## config.mk

```make
export PLATFORM = sky130hd
export DESIGN_NAME = keyed_cfg_port
export DESIGN_NICKNAME = d
export VERILOG_FILES = /design/src/rtl/keyed_cfg_pkg.sv /design/src/rtl/keyed_cfg_ctrl.sv /design/src/rtl/keyed_cfg_dp.sv /design/src/rtl/keyed_cfg_port.sv
export SDC_FILE = /design/constraint.sdc
export NUM_CORES = 2
export LEC_CHECK = 0
export ABC_CLOCK_PERIOD_IN_PS = 5550
export BUFFER_PORTS_ARGS = -buffer_cell sky130_fd_sc_hd__buf_2
export CORE_ASPECT_RATIO = 1.25
export CORE_UTILIZATION = 25
export DETAILED_ROUTE_END_ITERATION = 6
export REMOVE_ABC_BUFFERS = 1
export SKIP_LAST_GASP = 1
export SLEW_MARGIN = 20
export SYNTH_ARGS = -nofsm -noshare
export SYNTH_HDL_FRONTEND = slang
export SYNTH_SLANG_ARGS = --single-unit
```

## constraint.sdc

```tcl
create_clock -name clk -period 5.55 [get_ports clk]
set_input_delay 0.555 -clock clk [delete_from_list [all_inputs] [get_ports clk]]
set_output_delay 0.555 -clock clk [all_outputs]
set_load 0.05 [all_outputs]
```

## src/rtl/keyed_cfg_pkg.sv

```systemverilog
package keyed_cfg_pkg;

  typedef struct packed {
    logic loadIdx;
    logic clearIdx;
    logic writeReg;
    logic readIdx;
    logic readReg;
    logic readLocked;
  } cfgStrobe_t;

  typedef enum logic [1:0] {
    KEY_IDLE = 2'd0,
    KEY_GOT1 = 2'd1,
    KEY_GOT2 = 2'd2,
    KEY_GOT3 = 2'd3
  } keyState_t;

  localparam logic [7:0] KEY_FIRST      = 8'h87;
  localparam logic [7:0] KEY_SECOND     = 8'h01;
  localparam logic [7:0] KEY_THIRD      = 8'h55;
  localparam logic [7:0] KEY_LAST_MAIN  = 8'h55;
  localparam logic [7:0] KEY_LAST_ALT   = 8'hAA;
  localparam logic [7:0] CLOSE_IDX_BYTE = 8'hAA;
  localparam logic [7:0] CLOSE_REG_IDX  = 8'h02;
  localparam logic [7:0] CLOSE_REG_VAL  = 8'h02;
  localparam logic [7:0] LDN_SEL_IDX    = 8'h07;
  localparam logic [7:0] ID_HIGH_IDX    = 8'h20;
  localparam logic [7:0] ID_LOW_IDX     = 8'h21;
  localparam logic [7:0] VERSION_IDX    = 8'h22;
  localparam logic [7:0] BANK_BASE_IDX  = 8'h30;
  localparam logic [7:0] LOCKED_READ    = 8'hFF;

endpackage

```

## src/rtl/keyed_cfg_ctrl.sv

```systemverilog
module keyed_cfg_ctrl
  import keyed_cfg_pkg::*;
(
  input  logic       clk,
  input  logic       rstN,
  input  logic       altBase,
  input  logic       busWrEn,
  input  logic       busRdEn,
  input  logic       busAddrSel,
  input  logic [7:0] busWrData,
  input  logic [7:0] curIdx,
  output cfgStrobe_t strobe,
  output logic       cfgOpen
);

  keyState_t keyState, keyNext;
  logic      openNext;
  logic [7:0] lastKeyByte;

  assign lastKeyByte = altBase ? KEY_LAST_ALT : KEY_LAST_MAIN;

  always_comb begin
    strobe   = '0;
    keyNext  = keyState;
    openNext = cfgOpen;

    if (busRdEn) begin
      if (!cfgOpen)        strobe.readLocked = 1'b1;
      else if (busAddrSel) strobe.readReg    = 1'b1;
      else                 strobe.readIdx    = 1'b1;
    end

    if (busWrEn && !busAddrSel) begin
      if (cfgOpen) begin
        if (busWrData == CLOSE_IDX_BYTE) begin
          strobe.clearIdx = 1'b1;
          openNext        = 1'b0;
        end else begin
          strobe.loadIdx = 1'b1;
        end
      end else begin
        unique case (keyState)
          KEY_IDLE: keyNext = (busWrData == KEY_FIRST) ? KEY_GOT1 : KEY_IDLE;
          KEY_GOT1: begin
            if (busWrData == KEY_FIRST) begin
              openNext = 1'b1;
              keyNext  = KEY_IDLE;
            end else if (busWrData == KEY_SECOND) begin
              keyNext = KEY_GOT2;
            end else begin
              keyNext = KEY_IDLE;
            end
          end
          KEY_GOT2: begin
            if (busWrData == KEY_THIRD)      keyNext = KEY_GOT3;
            else if (busWrData == KEY_FIRST) keyNext = KEY_GOT1;
            else                             keyNext = KEY_IDLE;
          end
          KEY_GOT3: begin
            if (busWrData == lastKeyByte) begin
              openNext = 1'b1;
              keyNext  = KEY_IDLE;
            end else if (busWrData == KEY_FIRST) begin
              keyNext = KEY_GOT1;
            end else begin
              keyNext = KEY_IDLE;
            end
          end
          default: keyNext = KEY_IDLE;
        endcase
      end
    end else if (busWrEn && busAddrSel && cfgOpen) begin
      if (curIdx == CLOSE_REG_IDX && busWrData == CLOSE_REG_VAL) begin
        strobe.clearIdx = 1'b1;
        openNext        = 1'b0;
      end else begin
        strobe.writeReg = 1'b1;
      end
    end
  end

  always_ff @(posedge clk or negedge rstN) begin
    if (!rstN) begin
      keyState <= KEY_IDLE;
      cfgOpen  <= 1'b0;
    end else begin
      keyState <= keyNext;
      cfgOpen  <= openNext;
    end
  end

endmodule

```

## src/rtl/keyed_cfg_dp.sv

```systemverilog
module keyed_cfg_dp
  import keyed_cfg_pkg::*;
#(
  parameter int          NUM_LDEV  = 11,
  parameter int          BANK_REGS = 16,
  parameter logic [15:0] CHIP_ID   = 16'h87A5,
  parameter logic [3:0]  CHIP_VER  = 4'h3
) (
  input  logic       clk,
  input  logic       rstN,
  input  cfgStrobe_t strobe,
  input  logic [7:0] busWrData,
  output logic [7:0] busRdData,
  output logic [7:0] curIdx,
  output logic [7:0] curLdn
);

  localparam int BANK_AW = (BANK_REGS > 1) ? $clog2(BANK_REGS) : 1;

  logic [7:0] idxReg, ldnReg, bankOff, regValue, bankValue;
  logic       bankHit, ldnValid, bankWr;
  logic [NUM_LDEV-1:0][7:0] devRd;

  assign curIdx   = idxReg;
  assign curLdn   = ldnReg;
  assign bankOff  = idxReg - BANK_BASE_IDX;
  assign bankHit  = (idxReg >= BANK_BASE_IDX) && (bankOff < 8'(BANK_REGS));
  assign ldnValid = ldnReg < 8'(NUM_LDEV);
  assign bankWr   = strobe.writeReg && bankHit && ldnValid;

  for (genvar d = 0; d < NUM_LDEV; d++) begin : g_dev
    logic [7:0] mem [BANK_REGS];
    always_ff @(posedge clk or negedge rstN) begin
      if (!rstN) begin
        for (int r = 0; r < BANK_REGS; r++) mem[r] <= 8'h00;
      end else if (bankWr && ldnReg == 8'(d)) begin
        mem[bankOff[BANK_AW-1:0]] <= busWrData;
      end
    end
    assign devRd[d] = mem[bankOff[BANK_AW-1:0]];
  end

  always_comb begin
    bankValue = LOCKED_READ;
    for (int d = 0; d < NUM_LDEV; d++) begin
      if (ldnReg == 8'(d)) bankValue = devRd[d];
    end
  end

  always_comb begin
    if (idxReg == LDN_SEL_IDX)       regValue = ldnReg;
    else if (idxReg == ID_HIGH_IDX)  regValue = CHIP_ID[15:8];
    else if (idxReg == ID_LOW_IDX)   regValue = CHIP_ID[7:0];
    else if (idxReg == VERSION_IDX)  regValue = {4'h0, CHIP_VER};
    else if (idxReg >= BANK_BASE_IDX) regValue = (bankHit && ldnValid) ? bankValue : LOCKED_READ;
    else                             regValue = 8'h00;
  end

  always_ff @(posedge clk or negedge rstN) begin
    if (!rstN) begin
      idxReg    <= 8'h00;
      ldnReg    <= 8'h00;
      busRdData <= LOCKED_READ;
    end else begin
      if (strobe.clearIdx)     idxReg <= 8'h00;
      else if (strobe.loadIdx) idxReg <= busWrData;
      if (strobe.writeReg && idxReg == LDN_SEL_IDX) ldnReg <= busWrData;
      if (strobe.readLocked)   busRdData <= LOCKED_READ;
      else if (strobe.readIdx) busRdData <= idxReg;
      else if (strobe.readReg) busRdData <= regValue;
    end
  end

endmodule

```

## src/rtl/keyed_cfg_port.sv

```systemverilog
module keyed_cfg_port
  import keyed_cfg_pkg::*;
#(
  parameter int          NUM_LDEV  = 11,
  parameter int          BANK_REGS = 16,
  parameter logic [15:0] CHIP_ID   = 16'h87A5,
  parameter logic [3:0]  CHIP_VER  = 4'h3
) (
  input  logic       clk,
  input  logic       rstN,
  input  logic       altBase,
  input  logic       busWrEn,
  input  logic       busRdEn,
  input  logic       busAddrSel,
  input  logic [7:0] busWrData,
  output logic [7:0] busRdData
);

  cfgStrobe_t strobe;
  logic       cfgOpen;
  logic [7:0] curIdx, curLdn;

  keyed_cfg_ctrl u_ctrl (
    .clk(clk), .rstN(rstN), .altBase(altBase),
    .busWrEn(busWrEn), .busRdEn(busRdEn), .busAddrSel(busAddrSel),
    .busWrData(busWrData), .curIdx(curIdx),
    .strobe(strobe), .cfgOpen(cfgOpen)
  );

  keyed_cfg_dp #(
    .NUM_LDEV(NUM_LDEV), .BANK_REGS(BANK_REGS),
    .CHIP_ID(CHIP_ID), .CHIP_VER(CHIP_VER)
  ) u_dp (
    .clk(clk), .rstN(rstN), .strobe(strobe), .busWrData(busWrData),
    .busRdData(busRdData), .curIdx(curIdx), .curLdn(curLdn)
  );

endmodule

```

==> results.json <==
{
  "p_leak_nw": 34.73,
  "yosysSeqAreaShare_pct": 53.58,
  "final_cell_area_mm2": 0.07607,
  "critPathKind": "register to register",
  "synth_area_mm2": 0.06703,
  "worst-slew-pin-transition_ps": 1127,
  "hpwl_um": 118600,
  "power_density_mw_per_mm2": 277.3,
  "dieArea_mm2": 0.2702,
  "clock_skew_ps": 22.27,
  "clock_path_buffers": 3,
  "synth_top_area_share_pct": 53.27,
  "worst_setup_path_start_kind": "register",
  "slew_headroom_pct": 24.18,
  "drive_gt1_share_pct": 51.32,
  "worst_setup_path_end_kind": "register",
  "rows": 212,
  "avgSynthCellArea_um2": 16.01,
  "finalSetupTns_ps": 0,
  "path_clk_slew_ps": 70,
  "htree_levels": 4,
  "fin_ws_ps": 1396,
  "yosysMostFrequentCell": "dfrtp_1",
  "grt_antenna_before_repair": 5,
  "die_h_um": 580.9,
  "nNetsFinal": 4141,
  "clock_sinks": 1435,
  "drtIter0Drc": 2489,
  "core_area_mm2": 0.2668,
  "path_max_fanout": 41,
  "drv_slew": 0,
  "r2r-start": "u_dp.curIdx[0]$_DFFE_PN0P_",
  "holdCritStartpoint": "busWrData[7]",
  "hold_viol_final": 0,
  "synth_warnings": 0,
  "crit_required_ps": 6250,
  "cp_data_arrival_time_ps": 4850,
  "maxCapViolations": 0,
  "crit_start": "u_dp.curIdx[0]$_DFFE_PN0P_",
  "synth.area.top_cells": "dfrtp_1, mux2_2, mux4_2",
  "portBuffers": 21,
  "via_count": 37220,
  "grt_pass1_vias": 40180,
  "fin_crit_sh_pct": 74.85,
  "area_growth_pct": 13.47,
  "synthFlopType": "dfrtp_1",
  "initial_core_util_pct": 25.12,
  "cts-buffers-inserted": 143,
  "num-fill-cells": 26680,
  "place_area_mm2": 0.07111,
  "stdcell_count": 7771,
  "dp_slack_ps": 1437,
  "whs_ps": 99.96,
  "avgRoutedWirePerCell_um": 23.56,
  "grtUsageTotal_pct": 13.60,
  "cts_tree": "done",
  "place_congestion": 0.8607,
  "grt_max_degree": 176,
  "yosysUniqueCellTypes": 75,
  "finalSetupViolations": 0,
  "first_pass_iters": 5,
  "root_buffer": "clkbuf_16",
  "post-route-min-period_ps": 4154,
  "async_flop_share_pct": 100.0,
  "ys_seq_elements": 1435,
  "synth_area_leader_cell": "dfrtp_1",
  "drt_wl_total_um": 183100,
  "rsz0062_at_grt": "false",
  "antenna_left": 0,
  "viasPerCell": 4.789,
  "grt_pass1_wl_um": 278700,
  "hold_class": "primary input to register",
  "dpl.cell_count": 7510,
  "die_w_um": 465.2,
  "seqCellArea_mm2": 0.03593,
  "post-route-drc-count": 0,
  "max_freq_ghz": 0.2407,
  "ir_drop_uv": 283.8,
  "clk_latency_ps": 790,
  "synthCells": 4186,
  "multi_input_area_mm2": 0.02971,
  "synth_common_cells": "dfrtp_1, mux2_2, mux4_2",
  "status": "finished clean",
  "synth-edff-count": 0,
  "ioPinCount": 22,
  "gr-total-overflow": 0
}
==> area by class of cell <==
cell class                 count  area share [%]
clock inverter                38          0.6859
timing repair buffer         114           1.436
multi-input combinational   2430           39.06
clock buffer                 216           5.744
inverter                       3         0.01480
sequential                  1435           47.24
tap                         3531           5.808
antenna                        4         0.01316
==> layout by cell type (no fill, tap or decap), types with 40 or more instances in the layout <==
master / n
mux2i_1: 52
nor2_4: 81
nor2_1: 42
mux2_2: 1214
nand2_1: 40
mux2_1: 218
buf_4: 72
nor2_2: 74
clkbuf_16: 148
dfrtp_1: 1423
mux4_2: 394
clkbuf_8: 41
==> flip-flops by register name, summed over array words and instances, names as in the netlist <==
signal	count
u_ctrl.cfgOpen	1
u_dp.g_dev.mem	1408
u_dp.curLdn	8
u_ctrl.keyState	2
u_dp.curIdx	8
u_dp.busRdData	8
==> cell families after synthesis <==
group                  count (synthesis)  synth area share, %
AOI/OAI and AO/OA                    156                1.626
and+or+nand+nor                      396                4.534
muxes                               1878                38.07
DFF                                 1435                53.58
buffers and inverters                321                2.188
==> what timing repair did <==
item | 4_1_cts | 5_1_grt
buffers inserted | 0 | 0
gates resized for setup | 0 | 0
hold buffers | 2 | 0
hold endpoints to repair | 107 | 0
==> per-stage QoR <==
| stage | utilization, % | total power [mW] |
|---|---|---|
| 2_1_floorplan | - | 10.68 |
| 3_3_place_gp | 26.64 | 11.12 |
| 3_5_place_dp | 26.65 | 11.13 |
| 4_1_cts | 28.49 | 21.35 |
| 5_1_grt | 28.50 | 21.76 |
| 6_report | 28.51 | 21.10 |
==> power breakdown <==
part | internal, mW | total (mW) | switching, mW
clock network | 5.95 | 10.2 | 4.22
logic | 0.0475 | 0.466 | 0.418
registers | 10.5 | 10.5 | 0.000823
==> critical path, cell delays in order, from the launching register on <==
cell and delay [ps]:
dfrtp_4 1040, buf_12 360, buf_12 370, mux4_2 540, nor2b_1 140, a2111oi_0 900, nor4_1 140, and4b_1 260
a31oi_1 180, nor3_1 80
==> final timing paths <==
kind	end	slack, ps	depth (start not counted)
setup / recovery	u_dp.busRdData[3]$_DFFE_PN1P_	1400	9
max in group asynchronous	u_dp.g_dev[2].mem[73]$_DFFE_PN0P_	3510	3
min in group asynchronous	u_dp.g_dev[5].mem[102]$_DFFE_PN0P_	330	2
setup reg to reg	u_dp.busRdData[3]$_DFFE_PN1P_	1400	9
hold reg to reg	u_dp.g_dev[8].mem[20]$_DFFE_PN0P_	480	1
hold / removal	u_dp.g_dev[5].mem[23]$_DFFE_PN0P_	100	2
==> per-layer routing <==
metal  global-route usage [%]  vias up  part of all wire, %  routed length, um
met5                        0        -               0.0071                 13
met4                    5.964        2                  4.7               8522
met3                    1.889      334                  3.8               6984
met2                    23.51      825                   51              93310
met1                    16.78    20470                   41              74270
li1                         -    15590                    -                  -
(Power assumes the default switching activity.)
